$ cat src/rtl/mbox_pkg.sv
package mbox_pkg;
  localparam int unsigned DATA_W     = 32;
  localparam int unsigned FIFO_DEPTH = 8;
  localparam int unsigned ADDR_W     = 2;

  typedef enum logic [ADDR_W-1:0] {
    REG_STATUS = 2'd0,
    REG_TXDATA = 2'd1,
    REG_RXDATA = 2'd2,
    REG_SPARE  = 2'd3
  } mbox_reg_e;

  localparam int ST_VLD = 0;
  localparam int ST_RDY = 1;
  localparam int ST_WOF = 2;
  localparam int ST_ROE = 3;

  typedef struct packed {
    logic roe;
    logic wof;
    logic rdy;
    logic vld;
  } mbox_status_t;
endpackage

$ cat src/rtl/mbox_fifo.sv
module mbox_fifo #(
  parameter int unsigned WIDTH = 32,
  parameter int unsigned DEPTH = 8
) (
  input  logic             clk,
  input  logic             rst_n,
  input  logic             push_req,
  input  logic [WIDTH-1:0] push_data,
  input  logic             pop_req,
  output logic             push_ok,
  output logic             pop_ok,
  output logic             full,
  output logic             empty,
  output logic [WIDTH-1:0] head
);
  localparam int unsigned AW = (DEPTH > 1) ? $clog2(DEPTH) : 1;
  localparam int unsigned CW = $clog2(DEPTH + 1);
  localparam logic [AW-1:0] LAST = AW'(DEPTH - 1);

  logic [WIDTH-1:0] mem [DEPTH];
  logic [AW-1:0]    wr_ptr, rd_ptr;
  logic [CW-1:0]    level;

  function automatic logic [AW-1:0] bump(input logic [AW-1:0] p);
    return (p == LAST) ? '0 : p + AW'(1);
  endfunction

  assign full    = (level == CW'(DEPTH));
  assign empty   = (level == '0);
  assign pop_ok  = pop_req && !empty;
  // a full queue still accepts a push when a pop frees a slot in the same cycle
  assign push_ok = push_req && (!full || pop_ok);
  assign head    = mem[rd_ptr];

  always_ff @(posedge clk) begin
    if (push_ok) mem[wr_ptr] <= push_data;
  end

  always_ff @(posedge clk) begin
    if (!rst_n) begin
      wr_ptr <= '0;
      rd_ptr <= '0;
      level  <= '0;
    end else begin
      if (push_ok) wr_ptr <= bump(wr_ptr);
      if (pop_ok)  rd_ptr <= bump(rd_ptr);
      case ({push_ok, pop_ok})
        2'b10:   level <= level + CW'(1);
        2'b01:   level <= level - CW'(1);
        default: level <= level;
      endcase
    end
  end
endmodule

$ cat src/rtl/mbox_port.sv
module mbox_port
  import mbox_pkg::*;
#(
  parameter int unsigned WIDTH = 32
) (
  input  logic              clk,
  input  logic              rst_n,
  input  logic              sel,
  input  logic              wr,
  input  logic              rd,
  input  logic [ADDR_W-1:0] addr,
  input  logic [WIDTH-1:0]  wdata,
  output logic [WIDTH-1:0]  rdata,
  output logic              irq,
  // transmit queue side
  input  logic              tx_full,
  input  logic              tx_push_ok,
  output logic              tx_push,
  output logic [WIDTH-1:0]  tx_data,
  // receive queue side
  input  logic              rx_empty,
  input  logic              rx_pop_ok,
  input  logic [WIDTH-1:0]  rx_head,
  output logic              rx_pop,
  // sticky flags
  output logic              wof_o,
  output logic              roe_o
);
  logic         wr_hit, rd_hit, st_wr;
  logic         wof_q, roe_q;
  mbox_status_t status;

  assign wr_hit  = sel && wr;
  assign rd_hit  = sel && rd;
  assign st_wr   = wr_hit && (mbox_reg_e'(addr) == REG_STATUS);
  assign tx_push = wr_hit && (mbox_reg_e'(addr) == REG_TXDATA);
  assign rx_pop  = rd_hit && (mbox_reg_e'(addr) == REG_RXDATA);
  assign tx_data = wdata;

  assign status = '{roe: roe_q, wof: wof_q, rdy: !tx_full, vld: !rx_empty};

  always_ff @(posedge clk) begin
    if (!rst_n) begin
      wof_q <= 1'b0;
      roe_q <= 1'b0;
    end else begin
      if (tx_push && !tx_push_ok)      wof_q <= 1'b1;
      else if (st_wr && wdata[ST_WOF]) wof_q <= 1'b0;
      if (rx_pop && !rx_pop_ok)        roe_q <= 1'b1;
      else if (st_wr && wdata[ST_ROE]) roe_q <= 1'b0;
    end
  end

  always_comb begin
    rdata = '0;
    if (rd_hit) begin
      case (mbox_reg_e'(addr))
        REG_STATUS: rdata[$bits(mbox_status_t)-1:0] = status;
        REG_RXDATA: rdata = rx_pop_ok ? rx_head : '0;
        default:    rdata = '0;
      endcase
    end
  end

  assign irq   = status.vld | wof_q | roe_q;
  assign wof_o = wof_q;
  assign roe_o = roe_q;
endmodule

$ cat src/rtl/xcore_mailbox.sv
module xcore_mailbox
  import mbox_pkg::*;
#(
  parameter int unsigned DATA_W_P = mbox_pkg::DATA_W,
  parameter int unsigned DEPTH    = mbox_pkg::FIFO_DEPTH
) (
  input  logic                clk,
  input  logic                rst_n,
  input  logic                c0_sel,
  input  logic                c0_wr,
  input  logic                c0_rd,
  input  logic [ADDR_W-1:0]   c0_addr,
  input  logic [DATA_W_P-1:0] c0_wdata,
  output logic [DATA_W_P-1:0] c0_rdata,
  output logic                c0_irq,
  input  logic                c1_sel,
  input  logic                c1_wr,
  input  logic                c1_rd,
  input  logic [ADDR_W-1:0]   c1_addr,
  input  logic [DATA_W_P-1:0] c1_wdata,
  output logic [DATA_W_P-1:0] c1_rdata,
  output logic                c1_irq
);
  localparam int unsigned NCORE = 2;

  // core-indexed
  logic [NCORE-1:0]               sel_v, wr_v, rd_v, irq_v, wof_v, roe_v, c_pop;
  logic [NCORE-1:0][ADDR_W-1:0]   addr_v;
  logic [NCORE-1:0][DATA_W_P-1:0] wdata_v, rdata_v;
  // queue-indexed: queue j carries words from core j to the other core
  logic [NCORE-1:0]               f_push, f_pop, f_push_ok, f_pop_ok, f_full, f_empty;
  logic [NCORE-1:0][DATA_W_P-1:0] f_data, f_head;

  assign sel_v   = {c1_sel, c0_sel};
  assign wr_v    = {c1_wr, c0_wr};
  assign rd_v    = {c1_rd, c0_rd};
  assign addr_v  = {c1_addr, c0_addr};
  assign wdata_v = {c1_wdata, c0_wdata};
  assign c0_rdata = rdata_v[0];
  assign c1_rdata = rdata_v[1];
  assign c0_irq   = irq_v[0];
  assign c1_irq   = irq_v[1];

  // queue j is drained by the opposite core
  assign f_pop = {c_pop[0], c_pop[1]};

  for (genvar g = 0; g < NCORE; g++) begin : g_core
    localparam int OTHER = 1 - g;

    mbox_fifo #(.WIDTH(DATA_W_P), .DEPTH(DEPTH)) u_fifo (
      .clk       (clk),
      .rst_n     (rst_n),
      .push_req  (f_push[g]),
      .push_data (f_data[g]),
      .pop_req   (f_pop[g]),
      .push_ok   (f_push_ok[g]),
      .pop_ok    (f_pop_ok[g]),
      .full      (f_full[g]),
      .empty     (f_empty[g]),
      .head      (f_head[g])
    );

    mbox_port #(.WIDTH(DATA_W_P)) u_port (
      .clk        (clk),
      .rst_n      (rst_n),
      .sel        (sel_v[g]),
      .wr         (wr_v[g]),
      .rd         (rd_v[g]),
      .addr       (addr_v[g]),
      .wdata      (wdata_v[g]),
      .rdata      (rdata_v[g]),
      .irq        (irq_v[g]),
      .tx_full    (f_full[g]),
      .tx_push_ok (f_push_ok[g]),
      .tx_push    (f_push[g]),
      .tx_data    (f_data[g]),
      .rx_empty   (f_empty[OTHER]),
      .rx_pop_ok  (f_pop_ok[OTHER]),
      .rx_head    (f_head[OTHER]),
      .rx_pop     (c_pop[g]),
      .wof_o      (wof_v[g]),
      .roe_o      (roe_v[g])
    );
  end
endmodule

$ cat config.mk
export PLATFORM = sky130hd
export DESIGN_NAME = xcore_mailbox
export DESIGN_NICKNAME = d
export VERILOG_FILES = /design/src/rtl/mbox_pkg.sv /design/src/rtl/mbox_fifo.sv /design/src/rtl/mbox_port.sv /design/src/rtl/xcore_mailbox.sv
export SDC_FILE = /design/constraint.sdc
export NUM_CORES = 1
export LEC_CHECK = 0
export BUFFER_PORTS_ARGS = -buffer_cell sky130_fd_sc_hd__buf_4
export CORE_MARGIN = 3
export CORE_UTILIZATION = 40
export DETAILED_ROUTE_END_ITERATION = 16
export GPL_ROUTABILITY_DRIVEN = 1
export GPL_TIMING_DRIVEN = 0
export PLACE_DENSITY = 0.68
export SETUP_SLACK_MARGIN = 0.5
export SYNTH_ARGS = -nofsm -noshare
export SYNTH_HDL_FRONTEND = slang
export SYNTH_SLANG_ARGS = --single-unit
$ cat constraint.sdc
create_clock -name clk -period 11.56 [get_ports clk]
set_input_delay 1.156 -clock clk [delete_from_list [all_inputs] [get_ports clk]]
set_output_delay 1.156 -clock clk [all_outputs]
set_load 0.02 [all_outputs]
* Word level (Yosys, flattened, before mapping)
Memories as Yosys holds them, arrays and structs flattened. A register that Yosys moved wholly into a read port is not among the register bits.
Index checks and enable logic that the tools add are counted.
** Cells by class
- Equal/unequal tests :: 14
- Mux-type cells :: 30
- Reductions and logical operators :: 42
- Bitwise operators :: 4
- Add/subtract/negate cells :: 8
** Operators by type and width (count)
- 32-bit 2-to-1 mux :: 4
- 28-bit 2-to-1 mux :: 2
- 4-bit one-hot mux with 2 select lines :: 4
- 3-bit 2-to-1 mux :: 8
- 1-bit logical AND :: 22
- 3-bit by 1-bit adder with 3-bit output (second input constant) :: 4
- 3-bit == test (second input constant) :: 4
- 1-bit 2-to-1 mux :: 12
- 2-bit nonzero test :: 6
- 4-bit by 1-bit adder with 4-bit output (second input constant) :: 2
- 2-bit by 1-bit == test with 1-bit output (second input constant) :: 4
- 2-bit == test (second input constant) :: 4
- 4-bit == test (second input constant) :: 2
- 1-bit zero test :: 8
- 4-bit zero test :: 2
- 4-bit by 1-bit subtractor with 4-bit output (second input constant) :: 2
- 2-bit zero test :: 2
- 1-bit OR :: 4
- 1-bit logical OR :: 2
** Storage, ports and cells
- Output and inout port bits :: 66
- Memories :: 2
- Bits in registers :: 24
- Logic and storage cells :: 110
- Bits of input ports :: 76
- Memory bits (writable) :: 512
** Memories
- g_core[0].u_fifo.mem :: words 8, bits a word 32, read ports 1, clocked after Yosys merged registers in 1, write ports 1, RTL line mbox_fifo.sv:20 : logic [WIDTH-1:0] mem [DEPTH];
- g_core[1].u_fifo.mem :: words 8, bits a word 32, read ports 1, clocked after Yosys merged registers in 1, write ports 1, RTL line mbox_fifo.sv:20

* Depth between registers and ports, before layout
Gate-level depths: netlist (run 1).
- Word-level depth :: 8
- Gate-level depth with buffers :: 13
- Mapped depth without buffers :: 10

* Cells and area by module
Synthesis (run 1) repeated with hierarchy kept, for this count alone.
** Second synthesis, totals
- Cell total of the unflattened synthesis :: 1090
- Area total of the unflattened synthesis :: 22265.1 µm²
** Modules (own cells, without submodules)
- mbox_fifo at g_core[0].u_fifo :: instances 1, cells each 459, seq. area each 7947.6 µm², area each 10491.3 µm²
- mbox_fifo at g_core[1].u_fifo :: instances 1, cells each 457, seq. area each 7947.6 µm², area each 10475.0 µm²
- mbox_port :: instances 2, cells each 87, seq. area each 40.0 µm², area each 649.4 µm²

* Least setup slack after synthesis (run 1)
Ideal clock, no wire load.
- Path type :: input port to flip-flop
- From :: in c1_addr[0]
- To :: mem g_core[0].u_fifo.mem[4][0], enable pin
- Arrival :: 5.136 ns
- Required time :: 11.047 ns
- Buffers on the path :: 0
- Stages on the path :: 4
- Slack :: 5.911 ns
- Setup time :: 0.513 ns
- Path through :: nand4b_1 a21oi_2 inv_2 nor4b_1
** Between the ends
- Cells in the longest elaborated chain, start to end :: 7
** Ends and longest elaborated chain
- from (decl) :: RTL line xcore_mailbox.sv:19 : input logic [ADDR_W-1:0] c1_addr,
- 2-bit == test :: RTL line mbox_port.sv:37 : assign rx_pop = rd_hit && (mbox_reg_e'(addr) == REG_RXDATA);
- 1-bit logical AND :: RTL line mbox_port.sv:37
- 1-bit logical AND :: RTL line mbox_fifo.sv:30 : assign pop_ok = pop_req && !empty;
- 1-bit logical OR :: RTL line mbox_fifo.sv:32 : assign push_ok = push_req && (!full || pop_ok);
- 1-bit logical AND :: RTL line mbox_fifo.sv:32
- 1-bit 2-to-1 mux :: RTL line mbox_fifo.sv:36 : if (push_ok) mem[wr_ptr] <= push_data;
- 1-bit 2-to-1 mux (not written as such) :: RTL line mbox_fifo.sv:36
- to (decl) :: RTL line mbox_fifo.sv:20
No other way between the ends.

==> results by group, run 1 <==
Detailed routing
  • Post-route ant nets: 0
  • Pre-antenna DRT Iters: 5
  • DR vias: between 10,000 and 15,000
  • DR iter-0 viols: 766
  • # DRC: 0
  • Drt total wl: ~44 mm
  • Vias per cell: about 5.2
  • Wirelength per Cell: 22.4 um

Logic synthesis
  • Post-synthesis async set-or-reset flop share: 0%
  • Top_reg_cell synth: edfxtp_1
  • Post-synth top area share: 72.7%
  • Number of synthesized flops with an enable pin: 512
  • Synth Warn #: 0
  • Sequential share of the synthesized area: 75.5%
  • Post-Syn Area: 21,200 um^2
  • Avg Synthesized Cell Area: 21.1 um^2
  • Net Count, Synth: 1,094
  • Largest cells by area after synthesis: edfxtp_1 (73%), mux4_2 (14%), mux2i_1 (3.4%), dfxtp_1 (2.8%), nor2_1 (1.2%)
  • Yosys reg bits: around 540
  • Synth Instances: 1,004
  • Cell variety after synth: 46
  • Area leader, netlist: edfxtp_1

Global routing
  • First-pass GRT wire length: just under 70 mm
  • Largest net degree at the start of global routing: 25
  • Grt total ovfl: 0
  • Initial antenna violation count: 2
  • Vias in the first global route: 11,000
  • All-layer global routing usage: 16.0%

Finish
  • Number of diodes: 0
  • Fin nets: 1,344
  • Layout cells sized above 1: 35.4%
  • Finished Layout Cells: slightly below 2,000
  • P&R area growth vs syn: 20.5%
  • Fillers: roughly 4,200

Setup path
  • WS Path Type: flip-flop to output pin
  • Crit path DAT: 2.70 ns
  • Critical Path Fanout Max: 10
  • CP Capture Type: output pin
  • R2R cell count: 13
  • FF-to-FF End: g_core[0].u_fifo.level[2]
  • Internal reg-to-reg setup slack: 8.39 ns
  • CP required: ~10 ns
  • Startpoint Class: flip-flop
  • Reg-to-reg critical path startpoint: g_core[0].u_fifo.level[1]

Clocking
  • CTS sink cnt: 542
  • TritonCTS Buffers: 54
  • Root Driver: clkbuf_16
  • CTS clock-pin slew for the worst setup and hold paths: 0.06 ns
  • H-tree level count: 2
  • Cts repair resizes: 0
  • Clock Tree Buf Depth: 3
  • Worst skew pair latency: approximately 0.59 ns
  • Post-CTS Setup Inserts: 0
  • CTS tree: done
  • # hold bufs at CTS: 0

Power
  • Reg power frac: ~55%
  • VDD IR max: 0.148 mV
  • Switching share of power: between 10% and 20%
  • Psw: 0.000754 W
  • Clk pwr share: 43.5%
  • PD cells: 155 nW/um^2
  • Leak: a little over 8 nW
  • Comb power frac: 1.9%
  • Pint: around 0.0032 W
  • Power Total: 0.00395 W

Timing
  • TNS Setup: 0 ns
  • Clock Skew: 0.0114 ns
  • Worst setup margin: 7.70 ns
  • Final worst path period share: 33.4%
  • Worst Tran Pin Value: 1.03 ns
  • Max_slew headroom: 31.0%
  • Min Hold Slack: roughly 0.48 ns
  • FMAX: about 0.26 GHz
  • Setup violators final: 0
  • RSZ-0062 raised after global routing: no
  • Final Hold Violating Endpoints: 0
  • Pins over their slew limit: 0
  • Final min period: 3.86 ns

Min path
  • Hold path start: g_core[1].u_fifo.level[3]
  • WHS Path Cells: 2
  • Hold Crit Endpoint: g_core[1].u_fifo.level[3]
  • Hold WC Path Type: flip-flop to flip-flop

Place
  • Placed cell count: around 1,900
  • Pre-CTS setup slack: 7.50 ns
  • RePlAce Congestion: 0.733
  • PortBufs: 141
  • Post-DP HPWL: 29.9 mm

Die
  • Starting Density: 40.8%
  • Core ar.: approximately 52,000 um^2
  • Site Rows: 83
  • Ports: between 100 and 150
  • Die Y-Extent: 236 um
  • Die area: 55,700 um^2
  • Die width: approximately 240 um

Flow run
  • Max-Cap Viols: 0

Run status
  • Outcome: completed
-- per-layer routing --
metal  wire length [um]  global-route usage [%]  up-vias  part of all wire (%)
li1                   -                       -     4625                     -
met1              18500                    20.8     5375                    42
met2              22600                    27.3      256                    51
met3               2400                    3.53       72                   5.4
met4                833                    4.04        4                   1.9
met5                 27                       0        -                 0.061
-- area by class of cell --
type,count,area (um^2),share of cell area (%)
well taps,680,851,3.34
repair buffers,194,1660,6.51
multi-input cells,406,4980,19.5
clock inverters,30,272,1.06
plain buffers,50,269,1.05
flip-flops and latches,542,16000,62.6
clock buffers,69,1470,5.77
inverters,6,25.0,0.0981
-- power by group through the flow --
stage	sequential [W]	clock (W)	combinational [W]
finish	0.00215	0.00172	0.0000754
global route	0.00215	0.00183	0.0000829
CTS	0.00215	0.00176	0.0000763
detailed placement	0.00220	0	0.0000761
global placement	0.00220	0	0.0000705
floorplan	0.00220	0	0.0000232
-- state kept, by name (all words and copies together) (netlist names), named ones only --
name,flops
g_core.u_fifo.wr_ptr,6
g_core.u_port.wof_o,2
g_core.u_fifo.level,8
g_core.u_fifo.mem,512
g_core.u_fifo.rd_ptr,6
g_core.u_port.roe_o,2
-- worst max-delay path by stage --
stage / startpoint / endpoint / slack, ns / cells past startpoint
5_1_grt: flip-flop / c0_rdata[18] / 7.52 / 6
3_3_place_gp: c1_addr[0] / g_core[0].u_fifo.mem[2][4] / 2.17 / 5
2_1_floorplan: c1_addr[0] / g_core[0].u_fifo.mem[4][0] / 5.91 / 4
4_1_cts: flip-flop / c0_rdata[18] / 7.62 / 6
6_report: flip-flop / c0_rdata[18] / 7.70 / 6
3_5_place_dp: c1_addr[0] / g_core[0].u_fifo.mem[0][18] / 7.50 / 9
-- synth_stat cells, drive strengths merged, types with 2 or more instances --
| master | instances |
|---|---|
| a21boi | 4 |
| a21oi | 5 |
| a311oi | 2 |
| a31oi | 2 |
| and2 | 2 |
| and3b | 4 |
| buf | 41 |
| clkbuf | 9 |
| dfxtp | 30 |
| edfxtp | 512 |
| ha | 14 |
| inv | 6 |
| mux2i | 72 |
| mux4 | 128 |
| nand2 | 23 |
| nand2b | 5 |
| nand3 | 12 |
| nand4b | 4 |
| nor2 | 65 |
| nor2b | 9 |
| nor3 | 4 |
| nor3b | 5 |
| nor4 | 2 |
| nor4b | 7 |
| o21ai | 12 |
| o22ai | 5 |
| or3 | 6 |
| or4 | 4 |
| xnor2 | 2 |
| xor2 | 4 |
-- metrics by stage --
stage | cell area [um^2] | util, %
3_5_place_dp | 23800 | 45.9
5_1_grt | 25500 | 49.2
3_3_place_gp | 23100 | 44.5
4_1_cts | 25500 | 49.2
2_1_floorplan | 21200 | -
6_report | 25500 | 49.2
-- kinds of logic after synthesis --
logic type	Yosys count	share of synthesized area, %
AND/OR/NAND/NOR	153	3.94
buffers and inverters	56	1.39
multiplexers	200	17.0
XOR/XNOR	6	0.248
AO/OA/AOI/OAI	33	1.06
adder cells (fa/ha/maj)	14	0.828
flip-flops	542	75.5
-- worst max-delay path, cell delays in order (launching register included) --
cell and delay [ns]:
dfxtp_1 0.30, buf_2 0.30, clkbuf_1 0.67, mux4_2 0.42, mux2i_1 0.21, nor2_1 0.07, buf_4 0.16
-- cells in the final DEF, fill, tap and decap left out, drive strengths merged, types with 4 or more instances in the layout --
master    n
clkbuf   78
a21boi    4
o21ai    12
nor4b     7
nand2    23
nor3      4
xor2      4
nor2b     9
buf     235
mux2i    72
dfxtp    30
inv       8
nand3    12
mux4    128
nor3b     5
or3       6
clkinv   22
nor2     65
nand2b    5
a21oi     5
o22ai     5
nand4b    4
bufinv    5
or4       4
ha       14
edfxtp  512
and3b     4
(Power assumes the default switching activity.)
==> run 2: changes to the inputs <==
--- a/config.mk
+++ b/config.mk
@@ -5,6 +5,7 @@
 export SDC_FILE = /design/constraint.sdc
 export NUM_CORES = 1
 export LEC_CHECK = 0
+export ABC_AREA = 1
 export BUFFER_PORTS_ARGS = -buffer_cell sky130_fd_sc_hd__buf_4
 export CORE_MARGIN = 3
 export CORE_UTILIZATION = 40
==> constraint.sdc (replaced) <==
create_clock -name clk -period 3.81 [get_ports clk]
set_input_delay 0.381 -clock clk [delete_from_list [all_inputs] [get_ports clk]]
set_output_delay 0.381 -clock clk [all_outputs]
set_load 0.02 [all_outputs]
==> run 2 against run 1 <==
  * Register-to-register slack worse by 7.1 ns
  * Area after synthesis is 1.8% higher
  * Sequential share of layout area is 1.5 points lower
  * Flip-flop and latch count stayed put
  * Critical path type unchanged
  * Non-clock buffer count is 59 higher
  * First-iteration DRC count is 110% higher
  * Design area is 2.4% higher
  * Critical path depth is 2 higher
  * Global-route usage is 3.7 points higher
==> results by group, run 2 <==
Logic synthesis
  • Largest cells by area after synthesis: edfxtp_1 (71%), nor2_1 (7.4%), o21ai_0 (5.8%), o22ai_1 (3.3%), dfxtp_1 (2.8%)
  • Yosys reg bits: 542 (unchanged)
  • Net Count, Synth: 1,808 (+65%)
  • Cell variety after synth: 32 (-30%)
  • Synth Warn #: 0 (unchanged)
  • Cell with the most instances after synthesis: edfxtp_1
  • Avg Synthesized Cell Area: 12.5 um^2 (-41%)
  • Synth Instances: 1,718 (+71%)
  • Post-synth top area share: 71.4% (-1.3 points)
  • Area leader, netlist: edfxtp_1
  • Post-synthesis async set-or-reset flop share: 0% (unchanged)
  • Post-Syn Area: 21,500 um^2 (+1.8%)
  • Number of synthesized flops with an enable pin: 512 (unchanged)
  • Sequential share of the synthesized area: 74.2% (-1.3 points)
  • Top_reg_cell synth: edfxtp_1
  • Most frequent cells after synthesis: edfxtp_1 (512), nor2_1 (425), o21ai_0 (249), o22ai_1 (112), o21ai_1 (71)

Detailed routing
  • # DRC: 0 (unchanged)
  • DR vias: 14,900 (+44%)
  • Pre-antenna DRT Iters: 7 (+2)
  • Wirelength per Cell: 21.0 um (-6.1%)
  • Vias per cell: 5.51 (+5.4%)
  • Drt total wl: 57.0 mm (+29%)
  • Post-route ant nets: 0 (unchanged)
  • DR iter-0 viols: 1,590 (+110%)

Timing
  • Max_slew headroom: 44.4% (+13 points)
  • Final Hold Violating Endpoints: 0 (unchanged)
  • TNS Setup: 0 ns (unchanged)
  • RSZ-0062 raised after global routing: no
  • Final min period: a little over 3 ns
  • Min Hold Slack: 0.0148 ns (-0.470 ns)
  • Final worst path period share: 81.1%
  • Setup violators final: 0 (unchanged)
  • FMAX: around 0.32 GHz
  • Pins over their slew limit: 0 (unchanged)
  • Worst Tran Pin Value: 0.832 ns (-0.195 ns)
  • Clock Skew: 0.0361 ns (+0.0247 ns)

Clocking
  • CTS sink cnt: 542 (unchanged)
  • Clock Tree Buf Depth: 3 (unchanged)
  • CTS tree: done
  • TritonCTS Buffers: 54 (unchanged)
  • Root Driver: clkbuf_16
  • Post-CTS Setup Inserts: 0 (unchanged)
  • CTS clock-pin slew for the worst setup and hold paths: 0.06 ns (about the same)
  • H-tree level count: 2 (unchanged)
  • Worst skew pair latency: 0.61 ns (+0.02 ns)

Finish
  • Commonest cells after routing, fill and taps aside: edfxtp_1 (512), nor2_1 (417), o21ai_0 (249)
  • Max reg flops: 512 (unchanged)
  • Commonest non-fill, non-tap cell in the layout: edfxtp_1
  • Largest regs: g_core.u_fifo.mem x512, g_core.u_fifo.level x8
  • Fin nets: 2,064 (+54%)
  • P&R area growth vs syn: 21.3%
  • Most flops, register: g_core.u_fifo.mem
  • Layout cells sized above 1: 16.6% (-19 points)
  • Finished Layout Cells: 2,708 (+37%)

Die
  • Die Y-Extent: 238 um (+0.87%)
  • Ports: 142 (unchanged)
  • Site Rows: 84 (+1.2%)
  • Die width: 238 um (+0.87%)
  • Starting Density: 40.7% (-0.090 points)
  • Core ar.: 52,900 um^2 (+2.0%)
  • Die area: 56,700 um^2 (+1.7%)

Place
  • Post-DP HPWL: 35.8 mm (+20%)
  • RePlAce Congestion: 0.812 (+11%)
  • Placed cell count: 2,563 (+36%)
  • PortBufs: 141 (unchanged)

Global routing
  • Largest net degree at the start of global routing: 28 (+12%)
  • First-pass GRT wire length: 85.8 mm (+27%)
  • Initial antenna violation count: 4 (+2)
  • Vias in the first global route: 14,800 (+34%)
  • Grt total ovfl: 0 (unchanged)
  • All-layer global routing usage: 19.6% (+3.7 points)

Setup path
  • Crit path DAT: 2.71 ns (about the same)
  • R2R cell count: 11 (-2)
  • Critical-path cell list: inv_2 > buf_4 > clkbuf_1 > o21ai_0 > o22ai_1 > nor2_1 > nor2_1 > buf_4
  • CP Capture Type: output pin
  • Slowest stage cell, crit path: clkbuf_1
  • Reg-to-reg critical path startpoint: g_core[1].u_fifo.level[1]
  • CP required: 3.43 ns (-6.97 ns)
  • Critical Path Fanout Max: 10 (unchanged)
  • WS Path Type: flip-flop to output pin
  • Critical path's largest stage delay: 0.59 ns (-0.08 ns)
  • FF-to-FF End: g_core[1].u_fifo.mem[7][8]
  • Startpoint Class: flip-flop
  • Internal reg-to-reg setup slack: 1.27 ns (-7.12 ns)

Run status
  • Outcome: completed

Power
  • VDD IR max: 0.447 mV (+200%)
  • Leak: 9.15 nW (+10%)
  • PD cells: 465 nW/um^2 (+200%)

Min path
  • Hold WC Path Type: primary input to flip-flop
  • WHS Path Cells: 1 (-1)
  • Hold Crit Endpoint: g_core[0].u_fifo.mem[2][5]
  • Hold path start: c0_wdata[5]

Flow run
  • Max-Cap Viols: 0 (unchanged)
[run 2: cell types whose count changed after synthesis, sizes merged, moves of 7 or more]
cell / delta
o21ai: +308
nand3: +38
nor2b: -9
a21oi: +15
buf: +8
inv: +33
mux2i: -72
nand2: +44
nor2: +371
mux4: -128
o22ai: +107
clkbuf: +45
nor4b: -7
[run 2: through the flow]
step / area, um^2 / setup WS [ns] / utilization, % / total power (W)
finish: 26100 / 0.720 / 49.4 / 0.0121
global route: 26100 / 0.608 / 49.4 / 0.0125
CTS: 26100 / 0.796 / 49.4 / 0.0122
detailed placement: 24000 / 1.13 / 45.3 / 0.00708
global placement: 23500 / -0.656 / 44.4 / 0.00705
floorplan: 21500 / 1.00 / - / 0.00685
[run 2: worst max path at each step]
| stage | slack (ns) | to | depth (start not counted) |
|---|---|---|---|
| floorplan | 1.00 | g_core[0].u_fifo.mem[1][0] | 9 |
| global placement | -0.66 | g_core[0].u_fifo.mem[3][15] | 10 |
| detailed placement | 1.13 | g_core[1].u_fifo.mem[7][14] | 10 |
| CTS | 0.80 | c0_rdata[24] | 8 |
| global route | 0.61 | c0_rdata[30] | 8 |
| finish | 0.72 | c0_rdata[24] | 8 |
[run 2: cell type report]
cell class | instances | area, um^2
sequential | 542 | 16000
antenna | 2 | 5.00
fill | 4490 | 26700
tap | 688 | 861
multi-input combinational | 1032 | 4990
buffer | 103 | 512
timing repair buffer | 200 | 1880
clock inverter | 25 | 205
clock buffer | 75 | 1530
inverter | 41 | 158
[run 2: per-layer routing]
metal / routed length (um) / share of wire [%] / global-route usage [%]
met4: 1880 / 3.3 / 7.33
met5: 41 / 0.072 / 0
met1: 23100 / 41 / 26.4
met2: 26900 / 47 / 31.9
met3: 5080 / 8.9 / 3.92
[run 2: timing repair]
item                       in CTS  in global routing
hold buffers                   43                  0
resized for setup               0                  0
hold endpoints to repair      300                  0
setup endpoints to repair       0                  0
[run 2: cell families after synthesis]
logic type / after synthesis / synth area share (%)
flops: 542 / 74.2
compound gates: 454 / 11.2
simple gates: 560 / 10.5
xor+xnor: 4 / 0.163
buf+inv: 144 / 3.11
fa+ha+maj: 14 / 0.813
[run 2: worst max-delay path: cells and delay by family, from the launching register on]
family	cells	cell delay (ns)
buffers and inverters	4	1.04
AND/OR/NAND/NOR	2	0.35
flip-flops	1	0.37
AO/OA/AOI/OAI	2	0.34
[run 2: report_power, final]
part	leakage (nW)	total (W)	internal (W)	switching (W)
logic	3.45	0.000446	0.000164	0.000282
clock network	0.850	0.00514	0.00290	0.00225
registers	4.85	0.00655	0.00654	0.0000126
total	9.15	0.0121	0.00960	0.00254
